**src/rtl/fbf_pkg.sv**
```systemverilog
package fbf_pkg;
  typedef enum logic [1:0] {
    LM_PAL_DATA  = 2'd0,
    LM_PAL_ONLY  = 2'd1,
    LM_DATA_ONLY = 2'd2,
    LM_RSVD      = 2'd3
  } load_mode_e;

  typedef enum logic [1:0] {
    S_IDLE,
    S_REQ,
    S_BEAT,
    S_PWAIT
  } seq_state_e;

  localparam int STAT_W  = 10;
  localparam int ST_EOF1 = 9;
  localparam int ST_EOF0 = 8;
  localparam int ST_PAL  = 6;
  localparam int ST_UFL  = 5;
  localparam int ST_SYNC = 2;
endpackage

```
**src/rtl/fbf_burst_calc.sv**
```systemverilog
module fbf_burst_calc #(
  parameter int AW       = 32,
  parameter int WB_LG    = 2,
  parameter int MAX_CODE = 4,
  localparam int LEN_W   = MAX_CODE + 1
) (
  input  logic [2:0]       code_i,
  input  logic [AW-1:0]    addr_i,
  input  logic [AW-1:0]    ceil_i,
  output logic             code_ok_o,
  output logic [LEN_W-1:0] len_o,
  output logic             last_o
);
  logic [LEN_W-1:0] nominal;
  logic [AW-1:0]    words_left;

  assign code_ok_o  = (code_i <= 3'(MAX_CODE));
  assign nominal    = LEN_W'(1) << code_i;
  // inclusive ceiling: words left = (ceil - addr)/word + 1
  assign words_left = ((ceil_i - addr_i) >> WB_LG) + AW'(1);
  assign last_o     = (words_left <= AW'(nominal));
  assign len_o      = last_o ? words_left[LEN_W-1:0] : nominal;
endmodule

```
**src/rtl/fbf_status.sv**
```systemverilog
module fbf_status
  import fbf_pkg::*;
(
  input  logic              clk_i,
  input  logic              rst_ni,
  input  logic [1:0]        eof_i,
  input  logic              pal_done_i,
  input  logic              ufl_i,
  input  logic              sync_i,
  input  logic [STAT_W-1:0] clr_i,
  output logic [STAT_W-1:0] stat_o
);
  logic [STAT_W-1:0] set_v, stat_q;

  always_comb begin
    set_v          = '0;
    set_v[ST_EOF0] = eof_i[0];
    set_v[ST_EOF1] = eof_i[1];
    set_v[ST_PAL]  = pal_done_i;
    set_v[ST_UFL]  = ufl_i;
    set_v[ST_SYNC] = sync_i;
  end

  // set beats clear in the same cycle
  always_ff @(posedge clk_i or negedge rst_ni) begin
    if (!rst_ni) stat_q <= '0;
    else         stat_q <= (stat_q & ~clr_i) | set_v;
  end

  assign stat_o = stat_q;
endmodule

```
**src/rtl/fbf_seq_fsm.sv**
```systemverilog
module fbf_seq_fsm
  import fbf_pkg::*;
#(
  parameter int AW       = 32,
  parameter int WB_LG    = 2,
  parameter int MAX_CODE = 4,
  localparam int LEN_W   = MAX_CODE + 1
) (
  input  logic             clk_i,
  input  logic             rst_ni,
  input  logic             raster_en_i,
  input  logic             dual_en_i,
  input  logic [1:0]       load_mode_i,
  input  logic [AW-1:0]    base0_i,
  input  logic [AW-1:0]    ceil0_i,
  input  logic [AW-1:0]    base1_i,
  input  logic [AW-1:0]    ceil1_i,
  input  logic             code_ok_i,
  input  logic [LEN_W-1:0] len_i,
  input  logic             last_i,
  input  logic             req_ready_i,
  input  logic             rd_valid_i,
  input  logic             pal_flag_i,
  output logic [AW-1:0]    addr_o,
  output logic [AW-1:0]    ceil_o,
  output logic             req_o,
  output logic             fifo_wr_o,
  output logic             pal_wr_o,
  output logic [1:0]       eof_o,
  output logic             pal_done_o
);
  seq_state_e       state_q, state_d;
  logic [AW-1:0]    addr_q, addr_d, ceil_q, ceil_d;
  logic [LEN_W-1:0] len_q, len_d, beat_q, beat_d;
  logic             last_q, last_d, sel_q, sel_d;
  logic             is_pal_q, is_pal_d, pal_only_q, pal_only_d;
  logic             beat_done, buf_end, nsel;
  load_mode_e       mode;

  assign mode      = load_mode_e'(load_mode_i);
  assign req_o     = (state_q == S_REQ) && code_ok_i;
  assign beat_done = (state_q == S_BEAT) && rd_valid_i && (beat_q == len_q - LEN_W'(1));
  assign buf_end   = beat_done && last_q;
  assign nsel      = dual_en_i && !sel_q;

  always_comb begin
    state_d    = state_q;
    addr_d     = addr_q;
    ceil_d     = ceil_q;
    len_d      = len_q;
    beat_d     = beat_q;
    last_d     = last_q;
    sel_d      = sel_q;
    is_pal_d   = is_pal_q;
    pal_only_d = pal_only_q;
    unique case (state_q)
      S_IDLE: begin
        if (raster_en_i && code_ok_i && mode != LM_RSVD) begin
          pal_only_d = (mode == LM_PAL_ONLY);
          is_pal_d   = (mode != LM_DATA_ONLY);
          sel_d      = 1'b0;
          addr_d     = base0_i;
          ceil_d     = ceil0_i;
          state_d    = S_REQ;
        end
      end
      S_REQ: begin
        if (!raster_en_i) begin
          state_d = S_IDLE;
        end else if (req_o && req_ready_i) begin
          len_d   = len_i;
          last_d  = last_i;
          beat_d  = '0;
          state_d = S_BEAT;
        end
      end
      S_BEAT: begin
        if (rd_valid_i) beat_d = beat_q + LEN_W'(1);
        if (beat_done) begin
          addr_d  = addr_q + (AW'(len_q) << WB_LG);
          state_d = raster_en_i ? S_REQ : S_IDLE;
          if (last_q) begin
            if (is_pal_q && pal_only_q) begin
              state_d = S_PWAIT;
            end else begin
              is_pal_d = 1'b0;
              sel_d    = is_pal_q ? 1'b0 : nsel;
              addr_d   = (!is_pal_q && nsel) ? base1_i : base0_i;
              ceil_d   = (!is_pal_q && nsel) ? ceil1_i : ceil0_i;
            end
          end
        end
      end
      S_PWAIT: begin
        if (!raster_en_i) begin
          state_d = S_IDLE;
        end else if (!pal_flag_i) begin
          is_pal_d = 1'b1;
          addr_d   = base0_i;
          ceil_d   = ceil0_i;
          state_d  = S_REQ;
        end
      end
      default: state_d = S_IDLE;
    endcase
  end

  always_ff @(posedge clk_i or negedge rst_ni) begin
    if (!rst_ni) begin
      state_q    <= S_IDLE;
      addr_q     <= '0;
      ceil_q     <= '0;
      len_q      <= '0;
      beat_q     <= '0;
      last_q     <= 1'b0;
      sel_q      <= 1'b0;
      is_pal_q   <= 1'b0;
      pal_only_q <= 1'b0;
    end else begin
      state_q    <= state_d;
      addr_q     <= addr_d;
      ceil_q     <= ceil_d;
      len_q      <= len_d;
      beat_q     <= beat_d;
      last_q     <= last_d;
      sel_q      <= sel_d;
      is_pal_q   <= is_pal_d;
      pal_only_q <= pal_only_d;
    end
  end

  assign addr_o     = addr_q;
  assign ceil_o     = ceil_q;
  assign fifo_wr_o  = (state_q == S_BEAT) && rd_valid_i && !is_pal_q;
  assign pal_wr_o   = (state_q == S_BEAT) && rd_valid_i && is_pal_q;
  assign pal_done_o = buf_end && is_pal_q;
  assign eof_o      = {buf_end && !is_pal_q && sel_q, buf_end && !is_pal_q && !sel_q};
endmodule

```
**src/rtl/fb_fetch_seq.sv**
```systemverilog
module fb_fetch_seq
  import fbf_pkg::*;
#(
  parameter int AW       = 32,
  parameter int DW       = 32,
  parameter int WB_LG    = 2,
  parameter int MAX_CODE = 4,
  localparam int LEN_W   = MAX_CODE + 1
) (
  input  logic              clk_i,
  input  logic              rst_ni,
  input  logic              raster_en_i,
  input  logic              dual_en_i,
  input  logic              eof_irq_en_i,
  input  logic [2:0]        burst_code_i,
  input  logic [1:0]        load_mode_i,
  input  logic [AW-1:0]     base0_i,
  input  logic [AW-1:0]     ceil0_i,
  input  logic [AW-1:0]     base1_i,
  input  logic [AW-1:0]     ceil1_i,
  output logic              req_o,
  output logic [AW-1:0]     req_addr_o,
  output logic [LEN_W-1:0]  req_len_o,
  input  logic              req_ready_i,
  input  logic              rd_valid_i,
  input  logic [DW-1:0]     rd_data_i,
  output logic [DW-1:0]     wr_data_o,
  output logic              fifo_wr_o,
  output logic              pal_wr_o,
  input  logic              pix_rd_i,
  input  logic              fifo_empty_i,
  input  logic              sync_lost_i,
  input  logic [STAT_W-1:0] stat_clr_i,
  output logic [STAT_W-1:0] stat_o,
  output logic              irq_o
);
  logic [AW-1:0]    cur_addr, cur_ceil;
  logic [LEN_W-1:0] len;
  logic             code_ok, last, pal_done, ufl;
  logic [1:0]       eof;

  fbf_burst_calc #(.AW(AW), .WB_LG(WB_LG), .MAX_CODE(MAX_CODE)) u_calc (
    .code_i    (burst_code_i),
    .addr_i    (cur_addr),
    .ceil_i    (cur_ceil),
    .code_ok_o (code_ok),
    .len_o     (len),
    .last_o    (last)
  );

  fbf_seq_fsm #(.AW(AW), .WB_LG(WB_LG), .MAX_CODE(MAX_CODE)) u_fsm (
    .clk_i       (clk_i),
    .rst_ni      (rst_ni),
    .raster_en_i (raster_en_i),
    .dual_en_i   (dual_en_i),
    .load_mode_i (load_mode_i),
    .base0_i     (base0_i),
    .ceil0_i     (ceil0_i),
    .base1_i     (base1_i),
    .ceil1_i     (ceil1_i),
    .code_ok_i   (code_ok),
    .len_i       (len),
    .last_i      (last),
    .req_ready_i (req_ready_i),
    .rd_valid_i  (rd_valid_i),
    .pal_flag_i  (stat_o[ST_PAL]),
    .addr_o      (cur_addr),
    .ceil_o      (cur_ceil),
    .req_o       (req_o),
    .fifo_wr_o   (fifo_wr_o),
    .pal_wr_o    (pal_wr_o),
    .eof_o       (eof),
    .pal_done_o  (pal_done)
  );

  assign ufl = raster_en_i && pix_rd_i && fifo_empty_i;

  fbf_status u_stat (
    .clk_i      (clk_i),
    .rst_ni     (rst_ni),
    .eof_i      (eof),
    .pal_done_i (pal_done),
    .ufl_i      (ufl),
    .sync_i     (sync_lost_i),
    .clr_i      (stat_clr_i),
    .stat_o     (stat_o)
  );

  assign req_addr_o = cur_addr;
  assign req_len_o  = len;
  assign wr_data_o  = rd_data_i;
  assign irq_o      = eof_irq_en_i && (stat_o[ST_EOF0] || stat_o[ST_EOF1]);
endmodule

```
**config.mk**
```make
export PLATFORM = sky130hd
export DESIGN_NAME = fb_fetch_seq
export DESIGN_NICKNAME = d
export VERILOG_FILES = /design/src/rtl/fbf_pkg.sv /design/src/rtl/fbf_burst_calc.sv /design/src/rtl/fbf_status.sv /design/src/rtl/fbf_seq_fsm.sv /design/src/rtl/fb_fetch_seq.sv
export SDC_FILE = /design/constraint.sdc
export NUM_CORES = 1
export LEC_CHECK = 0
export CELL_PAD_IN_SITES_DETAIL_PLACEMENT = 1
export CELL_PAD_IN_SITES_GLOBAL_PLACEMENT = 1
export CORE_AREA = 2 2 170 172
export DETAILED_ROUTE_END_ITERATION = 10
export DIE_AREA = 0 0 172 174
export HOLD_SLACK_MARGIN = 0.15
export PLACE_DENSITY_LB_ADDON = 0.2
export SETUP_SLACK_MARGIN = 0.2
export SLEW_MARGIN = 10
export SYNTH_ARGS = -nofsm -noshare
export SYNTH_HDL_FRONTEND = slang
export SYNTH_HIERARCHICAL = 1
export SYNTH_SLANG_ARGS = --single-unit
```
**constraint.sdc**
```tcl
create_clock -name clk_i -period 7 [get_ports clk_i]
set_clock_uncertainty 0.05 [all_clocks]
set_input_delay 2.1 -clock clk_i [delete_from_list [all_inputs] [get_ports clk_i]]
set_output_delay 2.1 -clock clk_i [all_outputs]
set_load 0.005 [all_outputs]
```
==> flow_metrics.py, run 1 <==
metrics = {
    "status": {
        "status": "finished with violations",
        "violations": "negative setup slack",
    },
    "timing": {
        "min_period_ns": 7.26,
        "slew_violations": 0,
        "grt_setup_unrepaired": "yes",
        "tightest_slew_ns": 0.978,
        "fmax_mhz": 138,
        "finalSetupTns_ns": -1.03,
        "min_period_over_period_pct": 104,
        "slew_headroom_pct": 34.6,
        "setup_slack_ns": -0.264,
        "finalHoldViolCount": 0,
        "setup-violations-final": 5,
    },
    "route": {
        "vias": 8981,
        "met2_length_um": 15500,
        "ant_nets": 0,
        "wl_met1_um": 15300,
        "routed_wl_um": 32500,
        "routed_via_density": 5.23,
        "wl_per_cell_um": 18.9,
        "routed-wl-met3_um": 1320,
        "remaining_drc_errors": 0,
        "drtIter0Drc": 450,
        "routed.top_layer": "met4",
        "dr.pass1.iters": 5,
    },
    "worst_setup_path": {
        "end_kind": "primary output",
        "cp.arrival_ns": 5.11,
        "ff2ff_setup_slack_ns": 1.92,
        "start_kind": "input port",
        "criticalPathCategory": "input port to primary output",
        "crit_required_ns": 4.85,
        "path_max_fanout": 3,
    },
    "layout": {
        "postLayoutCellArea_um2": 11900,
        "multi_input_area_um2": 5730,
        "synthToLayoutAreaGrowth_pct": 38.8,
        "antenna_cells": 0,
        "nNetsFinal": 1556,
        "n_fill_cell": 3415,
        "layout-drive-gt1-share_pct": 14.6,
        "final_core_util_pct": 42.2,
        "regArea_um2": 2250,
    },
    "synthesis": {
        "syn-cell-area_um2": 8580,
        "synth-edff-count": 0,
        "synth_cell_types": 99,
        "syn_inst": 1075,
        "syn_nets": 1304,
        "synth_top_area_share_pct": 26.2,
        "ys_ff_latch": 90,
        "yosysTopAreaCell": "dfrtp_1",
        "synth_area_leaders": "dfrtp_1 26%, ha_1 6.3%, nand2_1 5.9%",
        "yosysWarnings": 6,
        "avgSynthCellArea_um2": 7.98,
        "yosysMostFrequentCell": "nand2_1",
        "ys.flop_type": "dfrtp_1",
        "ys_seq_area_share_pct": 26.2,
        "async_flop_share_pct": 100,
        "synthTopCellsByCount": "136 x nand2_1, 90 x dfrtp_1, 79 x o21ai_0",
    },
    "floorplanning": {
        "die_area_um2": 29900,
        "die_w_um": 172,
        "rows": 62,
        "io_pins": 268,
        "die_h_um": 174,
        "core_um2": 28200,
        "start_util_pct": 30.4,
    },
    "job": {
        "cap_viol_max_count": 0,
    },
    "power_and_ir_drop": {
        "seqPwrFrac_pct": 13.4,
        "pwr-share-clk_pct": 7.4,
        "ir_worst_vdd_mv": 0.228,
        "pwr-share-comb_pct": 79.2,
        "internal_power_uw": 3490,
        "p_leak_uw": 0.00525,
        "power.switching_uw": 3540,
        "finalPower_uw": 7030,
        "power_density_nw_per_um2": 590,
        "swShare_pct": 50.4,
    },
    "global_routing": {
        "grt_pass1_wl_um": 51000,
        "grt_usage_pct": 21.7,
        "overflow": 0,
        "grt_max_degree": 69,
        "grt_pass1_vias": 9338,
        "grt_antenna_before_repair": 1,
    },
    "min_path": {
        "hold_path_class": "register to register",
    },
    "clock_network": {
        "h-tree-depth": 3,
        "cts_inserted_buffers": 9,
        "clkSinkCount": 90,
        "cts_tree": "built",
        "clkSlewWorstSetupHoldPaths_ns": 0.07,
        "cts_root_buffer": "clkbuf_16",
        "clk_latency_ns": 0.35,
        "clockBufferDepth": 2,
    },
    "placement": {
        "dp_hpwl_um": 26200,
        "portBuffers": 203,
        "postPlaceCellArea_um2": 11400,
        "place_congestion": 0.838,
    },
}
-- stage by stage --
step	cells	setup slack (ns)	hold slack [ns]
6_report	1716	-0.264	0.432
4_1_cts	1714	-0.485	0.442
3_5_place_dp	1692	-1.19	0.422
3_3_place_gp	1692	-1.08	0.410
2_1_floorplan	1075	0.207	0.402
5_1_grt	1716	-0.444	0.466
-- power groups by stage --
stage	Clock, uW	Combinational [uW]	Sequential [uW]
floorplan	0	3340	933
global placement	0	5260	945
finish	519	5570	941
global route	555	6180	978
CTS	533	5470	944
detailed placement	0	5360	952
-- what timing repair did --
item                                    in CTS  in global routing
resized for setup                           51                  7
buffers inserted                             6                  2
pin swaps                                    9                  9
hold buffers                                 0                  0
endpoints found under the setup margin       5                  5
-- flip-flops by register name (all words and copies together) (netlist names) --
name and cells:
u_fsm/beat_q 5, u_stat/stat_o 10, u_fsm/sel_q 1, u_fsm/is_pal_q 1, u_fsm/len_q 5, u_fsm/state_q 2, u_fsm/addr_o 32, u_fsm/ceil_o 32
u_fsm/last_q 1, u_fsm/pal_only_q 1
-- area by class of cell --
class,count,share of cell area (%)
Multi-Input combinational cell,847,48.1
Timing Repair Buffer,322,24.5
Sequential cell,90,18.9
Tap cell,384,4.04
Clock buffer,10,2.01
Inverter,57,1.82
Clock inverter,6,0.599
-- path summary, 6_finish.rpt --
path / startpoint / endpoint / cells after the start
worst min-delay path: u_stat/stat_o[2]$_DFF_PN0_ / u_stat/stat_o[2]$_DFF_PN0_ / 1
worst max register to register: u_fsm/addr_o[2]$_DFFE_PN0P_ / u_fsm/len_q[3]$_DFFE_PN0P_ / 20
max in group asynchronous: rst_ni / u_fsm/state_q[0]$_DFFE_PN0P_ / 2
min in group asynchronous: rst_ni / u_stat/stat_o[3]$_DFF_PN0_ / 1
worst max-delay path: burst_code_i[0] / req_len_o[2] / 20
worst min register to register: u_stat/stat_o[2]$_DFF_PN0_ / u_stat/stat_o[2]$_DFF_PN0_ / 1
-- kinds of logic after synthesis --
kind of cell / count (synthesis) / synth area share [%]
AO/OA/AOI/OAI: 335 / 25.8
XOR/XNOR: 41 / 4.18
adder cells (fa/ha/maj): 44 / 6.50
buffers and inverters: 138 / 8.40
flip-flops: 90 / 26.2
multiplexers: 49 / 5.79
AND/OR/NAND/NOR: 378 / 23.1
-- cells in the final DEF (no fill, tap or decap), types with 10 or more instances in the layout --
| master | count |
|---|---|
| buf_4 | 117 |
| nor2b_1 | 17 |
| o21ai_0 | 78 |
| o22ai_1 | 13 |
| nand2_1 | 135 |
| nor2_1 | 47 |
| nor3_1 | 18 |
| o21ai_1 | 27 |
| dfrtp_1 | 90 |
| nor4_1 | 15 |
| a31oi_1 | 19 |
| clkdlybuf4s50_1 | 194 |
| o21a_1 | 16 |
| inv_1 | 56 |
| nand2b_1 | 10 |
| nand4_1 | 21 |
| xor2_1 | 18 |
| xnor2_1 | 22 |
| a21o_1 | 13 |
| a21oi_1 | 67 |
| and3_1 | 12 |
| mux2i_1 | 40 |
| ha_1 | 40 |
| nand3_1 | 36 |
-- worst max-delay path, stage by stage --
cell,delay (ns)
buf_6,0.09
buf_6,0.10
or3_4,0.38
inv_4,0.07
ha_4,0.11
nor2b_1,0.03
o21a_1,0.18
o21ai_2,0.12
nand2b_1,0.07
a21oi_1,0.14
a31oi_1,0.08
a21oi_1,0.15
nand4_1,0.12
or4_4,0.45
nor4_4,0.21
buf_12,0.16
buf_8,0.12
mux2i_1,0.19
buf_4,0.15
buf_6,0.09
-- routing by layer --
layer | vias up | GRT usage (%)
met3 | 28 | 3.51
li1 | 4430 | -
met5 | - | 0
met2 | 183 | 36.2
met4 | 0 | 4.13
met1 | 4340 | 29.8
No activity file was read; power rests on OpenSTA's default activity.
==> run 2: changes to the inputs <==
--- a/config.mk
+++ b/config.mk
@@ -10,7 +10,7 @@
 export CORE_AREA = 2 2 170 172
 export DETAILED_ROUTE_END_ITERATION = 10
 export DIE_AREA = 0 0 172 174
-export HOLD_SLACK_MARGIN = 0.15
+export GPL_TIMING_DRIVEN = 1
 export PLACE_DENSITY_LB_ADDON = 0.2
 export SETUP_SLACK_MARGIN = 0.2
 export SLEW_MARGIN = 10
==> results of run 2 <==
Final layout, timing and power as in run 1 (identical DEF).
==> run 3: changes to the inputs <==
==> constraint.sdc (replaced) <==
create_clock -name clk_i -period 6.4 [get_ports clk_i]
set_clock_uncertainty 0.05 [all_clocks]
set_input_delay 1.92 -clock clk_i [delete_from_list [all_inputs] [get_ports clk_i]]
set_output_delay 1.92 -clock clk_i [all_outputs]
set_load 0.005 [all_outputs]
==> run 3 against run 2 <==
The run still ends with negative setup slack left. Combinational power is 33% higher. Clock-buffer cell count is 1 lower. Register-to-register slack worse by 0.18 ns. Largest cell class unchanged.
==> flow_metrics.py, run 3 (synthesis results as in run 1) <==
metrics = {
    "clock_network": {
        "cts_root_buffer": "clkbuf_16",
        "cts_tree": "built",
        "cts_inserted_buffers": 9,
        "h-tree-depth": 3,
        "clkSlewWorstSetupHoldPaths_ns": 0.07,
        "clockBufferDepth": 2,
        "holdBufCountCts": 0,
        "clk_latency_ns": 0.36,
        "clkSinkCount": 90,
    },
    "status": {
        "violations": "negative setup slack",
        "status": "finished with violations",
    },
    "worst_setup_path": {
        "reg2reg_depth": 17,
        "crit_required_ns": 4.43,
        "crit_top_cell": "buf_2",
        "worstReg2RegEnd": "u_fsm/len_q[2]$_DFFE_PN0P_",
        "critical-path-max-stage-delay_ns": 0.45,
        "critPathTopFamily": "simple AND/OR/NAND/NOR gates",
        "path_depth": 15,
        "r2r-start": "u_fsm/ceil_o[18]$_DFFE_PN0P_",
        "cp.arrival_ns": 4.69,
        "start_kind": "input port",
        "ff2ff_setup_slack_ns": 1.74,
        "startpoint": "burst_code_i[0]",
        "cpMaxStageDelayCell": "or4_4",
        "path_max_fanout": 5,
        "criticalPathCategory": "input port to primary output",
        "endpoint": "req_len_o[3]",
        "worstPathCellList": "buf_2 -> or3b_4 -> ha_4 -> o21a_1 -> o21ai_1 -> nand2b_1 -> a21oi_2 -> a31oi_2 -> a21oi_1 -> nand4_1 -> or4_4 -> nor4_4 -> buf_12 -> mux2i_4 -> buf_2",
        "end_kind": "primary output",
        "path_buf_inv": 3,
    },
    "timing": {
        "min_period_ns": 6.66,
        "grt_setup_unrepaired": "yes",
        "slew_headroom_pct": 18.2,
        "setup-violations-final": 5,
        "slew_violations": 0,
        "finalHoldViolCount": 0,
        "setup_slack_ns": -0.261,
        "finalSetupTns_ns": -1.24,
        "fmax_mhz": 150,
        "min_period_over_period_pct": 104,
        "tightest_slew_ns": 1.23,
    },
    "power_and_ir_drop": {
        "swShare_pct": 48.1,
        "ir_worst_vdd_mv": 0.241,
        "power.switching_uw": 4310,
        "internal_power_uw": 4650,
        "power_density_nw_per_um2": 702,
        "pwr-share-clk_pct": 6.0,
        "seqPwrFrac_pct": 11.3,
        "p_leak_uw": 0.00567,
        "pwr-share-comb_pct": 82.6,
    },
    "route": {
        "vias": 9494,
        "ant_nets": 0,
        "routed_wl_um": 33900,
        "wl_per_cell_um": 18.8,
        "drtIter0Drc": 433,
        "remaining_drc_errors": 0,
        "routed_via_density": 5.28,
        "dr.pass1.iters": 5,
    },
    "floorplanning": {
        "start_util_pct": 30.4,
        "die_area_um2": 29900,
        "die_w_um": 172,
        "io_pins": 268,
        "die_h_um": 174,
        "rows": 62,
        "core_um2": 28200,
    },
    "layout": {
        "synthToLayoutAreaGrowth_pct": 48.7,
        "final_core_util_pct": 45.2,
        "antenna_cells": 0,
        "nNetsFinal": 1639,
        "mostFrequentLayoutCells": "202 x buf_4, 194 x clkdlybuf4s50_1, 134 x nand2_1, 88 x dfrtp_1, 77 x o21ai_0",
        "final_common_cell": "buf_4",
        "n_fill_cell": 3462,
        "layout-drive-gt1-share_pct": 22.7,
    },
    "global_routing": {
        "overflow": 0,
        "grt_pass1_wl_um": 53000,
        "grt_max_degree": 69,
        "grt_antenna_before_repair": 0,
        "grt_usage_pct": 22.3,
        "grt_pass1_vias": 9816,
    },
    "placement": {
        "portBuffers": 203,
        "place_congestion": 0.849,
        "dp_hpwl_um": 27200,
    },
    "min_path": {
        "hold_path_class": "register to register",
    },
    "job": {
        "cap_viol_max_count": 0,
    },
}
## run 3: cell types whose count changed in the layout (fill, tap and decap cells not counted), moves of 3 or more
cell     previous run  this run
ha_4                3         7
a21oi_2             0         8
a21oi_1            67        59
buf_4             117       202
inv_1              56        53
inv_2               0         4
inv_8               0         3
ha_1               40        35
## run 3: final cells by class
| cell class | count | area [um^2] | share of cell area [%] |
|---|---|---|---|
| Multi-Input combinational cell | 847 | 5980 | 46.9 |
| Timing Repair Buffer | 405 | 3530 | 27.7 |
| Sequential cell | 90 | 2250 | 17.7 |
| Tap cell | 384 | 480 | 3.77 |
| Clock buffer | 9 | 225 | 1.77 |
| Inverter | 57 | 214 | 1.68 |
| Clock inverter | 7 | 68.8 | 0.539 |
## run 3: worst register-to-register path: stages, from the launching register on
cell and delay (ns):
dfrtp_1 0.41, ha_4 0.26, a21o_1 0.19, a21o_1 0.19
a221oi_4 0.32, mux2_4 0.32, a41o_1 0.22, or3_4 0.42
or2_1 0.26, o31a_1 0.23, or3_1 0.30, a32o_2 0.32
nor4_4 0.27, buf_12 0.20, mux2i_4 0.08, buf_4 0.13
buf_4 0.13, mux2_2 0.26
## run 3: per-layer routing
metal,part of all wire (%),vias up,track usage (%)
met5,0,-,0
met4,2.0,0,6.37
met3,4.0,37,3.39
met2,49,207,36.8
met1,45,4641,30.2
li1,-,4609,-
## run 3: stage by stage
stage	area (um^2)	worst slack, ns	power, uW	hold WS [ns]	std cells
global route	12800	-0.436	9770	0.451	1799
global placement	12000	-0.969	7610	0.412	1767
CTS	12400	-0.517	8480	0.441	1790
detailed placement	12000	-1.10	7790	0.424	1767
finish	12800	-0.261	8960	0.446	1799
floorplan	8630	0.215	4750	0.402	1075
## run 3: worst min-delay path by stage
stage / start / to / cells past startpoint
2_1_floorplan: u_fsm/ceil_o[10]$_DFFE_PN0P_ / u_fsm/ceil_o[10]$_DFFE_PN0P_ / 2
3_3_place_gp: u_stat/stat_o[2]$_DFF_PN0_ / u_stat/stat_o[2]$_DFF_PN0_ / 1
4_1_cts: u_fsm/ceil_o[23]$_DFFE_PN0P_ / u_fsm/ceil_o[23]$_DFFE_PN0P_ / 2
3_5_place_dp: u_fsm/ceil_o[23]$_DFFE_PN0P_ / u_fsm/ceil_o[23]$_DFFE_PN0P_ / 2
6_report: u_fsm/ceil_o[8]$_DFFE_PN0P_ / u_fsm/ceil_o[8]$_DFFE_PN0P_ / 2
5_1_grt: u_stat/stat_o[2]$_DFF_PN0_ / u_stat/stat_o[2]$_DFF_PN0_ / 1
## run 3: what timing repair did
| action | 4_1_cts | 5_1_grt |
|---|---|---|
| gates resized for setup | 48 | 49 |
| pin swaps | 11 | 19 |
| buffers inserted | 7 | 9 |
| endpoints found under the setup margin | 5 | 5 |
## run 3: power groups by stage
stage,Combinational (uW),Clock (uW),Sequential (uW)
final,7400,539,1020
after global routing,8130,582,1060
after CTS,6910,557,1010
after detailed placement,6770,0,1020
after global placement,6600,0,1010
after floorplan,3730,0,1020
